`config.mk`:
```
export PLATFORM = sky130hd
export DESIGN_NAME = fb_region_sequencer
export DESIGN_NICKNAME = d
export VERILOG_FILES = /design/src/rtl/fb_region_sequencer.sv
export SDC_FILE = /design/constraint.sdc
export NUM_CORES = 1
export LEC_CHECK = 0
export BUFFER_PORTS_ARGS = -buffer_cell sky130_fd_sc_hd__clkbuf_2
export CAP_MARGIN = 10
export CORE_MARGIN = 1
export CORE_UTILIZATION = 43
export DETAILED_ROUTE_END_ITERATION = 10
export MAX_ROUTING_LAYER = met4
export PLACE_DENSITY = 0.94
export SYNTH_ARGS = -nofsm -noshare
export SYNTH_HDL_FRONTEND = slang
export SYNTH_SLANG_ARGS = --single-unit
```
`constraint.sdc`:
```
create_clock -name clk -period 2.8 [get_ports clk]
set_input_delay 0.28 -clock clk [delete_from_list [all_inputs] [get_ports clk]]
set_output_delay 0.28 -clock clk [all_outputs]
set_load 0.03 [all_outputs]
```
`src/rtl/fb_region_sequencer.sv`:
```
module fb_region_sequencer #(
  parameter int ADDR_W        = 25,
  parameter int SLOT_W        = 2,
  parameter int PULSE_CYC     = 2,
  parameter int BASE_ORIGIN   = 0,
  parameter int REGION_STRIDE = 2073600
) (
  input  logic              clk,
  input  logic              rst_n,
  input  logic              frame_valid,
  input  logic              wr_ack,
  output logic              wr_req,
  output logic [SLOT_W-1:0] wr_region,
  output logic [SLOT_W-1:0] rd_region,
  output logic [ADDR_W-1:0] wr_base,
  output logic [ADDR_W-1:0] rd_base
);
  localparam int CNT_W = $clog2(PULSE_CYC + 1);

  logic             fv_q;
  logic             started;
  logic             pending;
  logic             ack_seen;
  logic [CNT_W-1:0] hi_cnt;

  wire rise   = frame_valid & ~fv_q;
  wire closes = wr_req && (hi_cnt >= CNT_W'(PULSE_CYC)) && (ack_seen || wr_ack);
  wire launch = !wr_req && (rise || pending);

  always_ff @(posedge clk or negedge rst_n) begin
    if (!rst_n) fv_q <= 1'b1;
    else        fv_q <= frame_valid;
  end

  always_ff @(posedge clk or negedge rst_n) begin
    if (!rst_n) begin
      wr_req   <= 1'b0;
      hi_cnt   <= '0;
      ack_seen <= 1'b0;
      pending  <= 1'b0;
    end else if (launch) begin
      wr_req   <= 1'b1;
      hi_cnt   <= CNT_W'(1);
      ack_seen <= 1'b0;
      pending  <= 1'b0;
    end else if (wr_req) begin
      if (rise) pending <= 1'b1;
      if (closes) begin
        wr_req   <= 1'b0;
        hi_cnt   <= '0;
        ack_seen <= 1'b0;
      end else begin
        if (wr_ack) ack_seen <= 1'b1;
        if (hi_cnt < CNT_W'(PULSE_CYC)) hi_cnt <= hi_cnt + CNT_W'(1);
      end
    end
  end

  always_ff @(posedge clk or negedge rst_n) begin
    if (!rst_n) begin
      started   <= 1'b0;
      wr_region <= '0;
      rd_region <= '0;
    end else if (launch) begin
      if (started) begin
        rd_region <= wr_region;
        wr_region <= wr_region + SLOT_W'(1);
      end else begin
        started <= 1'b1;
      end
    end
  end

  assign wr_base = ADDR_W'(BASE_ORIGIN) + ADDR_W'(wr_region) * ADDR_W'(REGION_STRIDE);
  assign rd_base = ADDR_W'(BASE_ORIGIN) + ADDR_W'(rd_region) * ADDR_W'(REGION_STRIDE);
endmodule

```
==> results by group <==
Critical path
  – CP dominant cell by count: inv_1
  – Cell breakdown of the critical path: inv_1, ha_1, inv_1, clkbuf_2
  – Arr. time, crit path: 1.36 ns
  – Flop2flop setup slack: 1.52 ns
  – FF-to-FF path depth: 3
  – Critical path class: reg2out
  – CP peak stage delay: 0.46 ns
  – Worst Path Max Fanout: 7
  – Slowest CP cell: dfrtp_1
  – Startpoint Class: flip-flop
  – Critical Path RT: 2.52 ns
  – R2R Path Start: wr_region[0]
  – Worst path bufs/invs: 3
  – Crit path max-delay family: flip-flops
  – CP Capture Type: output port
  – Crit path from: wr_region[0]
  – R2r endpoint: wr_region[1]

Floorplanning
  – I/O pins: 59
  – Die X: 47.6 µm
  – Initial core utilization: 45.7%
  – Core ar.: 1960 µm²
  – Die Ht: 47.6 µm
  – Rows: 16
  – Die area: 2270 µm²

Yosys
  – Most frequent cells after synthesis: buf_4 (42), dfrtp_1 (10), inv_1 (8)
  – Synth Register Bits: 11
  – Synth top area cells: buf_4 (35%), dfrtp_1 (28%), ha_1 (9.8%)
  – Post-synthesis cell area: 896 µm²
  – Top-count cell post-synth: buf_4
  – Cell count after synthesis: 92
  – Average size of a mapped cell: 9.74 µm²
  – YS warnings: 0
  – Unique masters post-synth: 24
  – Top-area cell type share of the netlist area: 35.2%
  – Ys flop type: dfrtp_1
  – Post-synth top area cell: buf_4
  – Sequential-to-total area share from yosys stat: 30.9%
  – Asr flop ratio synth: 100%
  – EDFF count, synth: 0

Clock tree
  – Clock Pin Slew Worst Setup and Hold Paths: 0.07 ns
  – CTS Sinks: 11
  – CTS tree: done
  – CTS H-tree lvls: 1
  – Num CTS Buffers: 3
  – CTS Root Cell: clkbuf_4
  – Clk_lat worst skew: 0.26 ns
  – CTS max path bufs: 2

Drt
  – Post-DRT Antenna Nets: 0
  – Routed via count: 544
  – Final wirelength: 1240 µm
  – Detailed Routing Iterations Pass 1: 1
  – DR vias/cell: 3.94
  – Residual DRC: 0
  – Drt wl/cell: 9.01 µm
  – DR iter-0 viols: 0

STA
  – Final period utilization: 58.7%
  – Max frequency: 0.608 GHz
  – Slew Limit Fails: 0
  – # setup viols final: 0
  – Final setup skew: 0.00143 ns
  – Post-layout min period: 1.64 ns
  – Setup TNS: 0 ns
  – RSZ-0062 raised after global routing: no
  – Final hold violation count: 0

Final layout
  – Area grow syn2layout: -0.279%
  – Ant diodes: 0
  – Nets: 123
  – Design Area, Final: 893 µm²
  – Layout cell share with drive strength beyond 1: 36.0%
  – Filler instances: 189

GRT
  – M2 GR Usage: 26.0%
  – Total GRT Usage: 12.8%
  – Vias in the first global route: 447
  – Largest net degree at the start of global routing: 12
  – GRT met3 Usage: 4.53%
  – First-pass GRT wire length: 1880 µm
  – Grt ovf: 0
  – M1 GR Usage: 10.7%
  – Antenna violations before repair: 0
  – Most used routing layer: met2

Run
  – Max Cap Viol: 0

Placement
  – Input/output buffers: 32
  – Post-DP Area: 857 µm²
  – Detailed placement HPWL: 1040 µm
  – Final GP Congestion: 0.617

Hold path
  – HP Class: in2reg
  – Worst Hold Launch: frame_valid
  – Hold depth: 1
  – Hold Crit Endpoint: fv_q

Outcome
  – Outcome: finished, final reports clean
==> flip-flops by register name, indices dropped and copies added, names as in the netlist <==
signal	count
pending	1
wr_req	1
ack_seen	1
started	1
wr_region	2
rd_region	2
fv_q	1
hi_cnt	2
==> cell type report <==
type	count	area [µm²]	area share [%]
inverter	8	30.0	3.36
multi-input combinational	55	357	39.9
sequential	11	277	31.0
tap	27	33.8	3.78
timing repair buffer	33	170	19.0
clock buffer	4	26.3	2.94
==> worst max path at each step <==
| stage | slack, ns | cells after the start | to |
|---|---|---|---|
| finish | 1.16 | 4 | wr_base[17] |
| global route | 1.05 | 4 | wr_base[20] |
| CTS | 1.13 | 4 | wr_base[17] |
| detailed placement | 1.42 | 4 | wr_base[17] |
| global placement | 1.50 | 3 | wr_base[16] |
| floorplan | 1.14 | 4 | wr_base[18] |
==> worst reg2reg max path: cells and delay by family, from the launching register on <==
kind,cells,cell delay [ns]
mux,1,0.27
buf+inv,1,0.11
fa+ha+maj,1,0.32
flops,1,0.46
==> placed cells by master (no fill, tap or decap), drive strengths merged, types with 2 or more instances in the layout <==
cell,Yosys,final
nor2,2,2
mux2i,2,2
dfrtp,10,10
conb,1,26
o21ai,2,2
clkbuf,0,36
nand2,2,2
inv,8,8
nor2b,4,4
ha,7,7
o2bb2ai,2,2
==> per-stage QoR <==
step	hold slack [ns]	utilization [%]	cells	worst slack [ns]
2_1_floorplan	-0.0156	-	117	1.14
3_3_place_gp	0.162	43.7	133	1.50
3_5_place_dp	0.168	43.7	133	1.42
4_1_cts	0.106	45.5	138	1.13
5_1_grt	0.112	45.5	138	1.05
6_report	0.112	45.5	138	1.16
==> timing repair <==
item	4_1_cts	5_1_grt
endpoints found under the setup margin	0	0
hold endpoints to repair	10	0
hold buffers	1	0
gates resized for setup	0	0
buffers inserted	0	0
==> metal layers <==
metal,vias to the layer above,wire (µm)
met4,0,0
met2,41,684
li1,260,-
met3,0,120
met1,243,440
met5,-,0
==> cells by family (layout without fill, tap and decap cells) <==
family	Yosys count	in the layout	share of synthesized area (%)
AO/OA/AOI/OAI	9	9	8.10
XOR/XNOR	1	1	0.978
other	1	26	0.419
adder cells (fa/ha/maj)	7	7	9.78
flip-flops	11	11	30.9
buffers and inverters	51	45	39.8
multiplexers	3	3	3.91
AND/OR/NAND/NOR	9	9	6.14
Power is not shown: default switching activity piles up to over one toggle a cycle in this logic, so the estimate is an artifact.
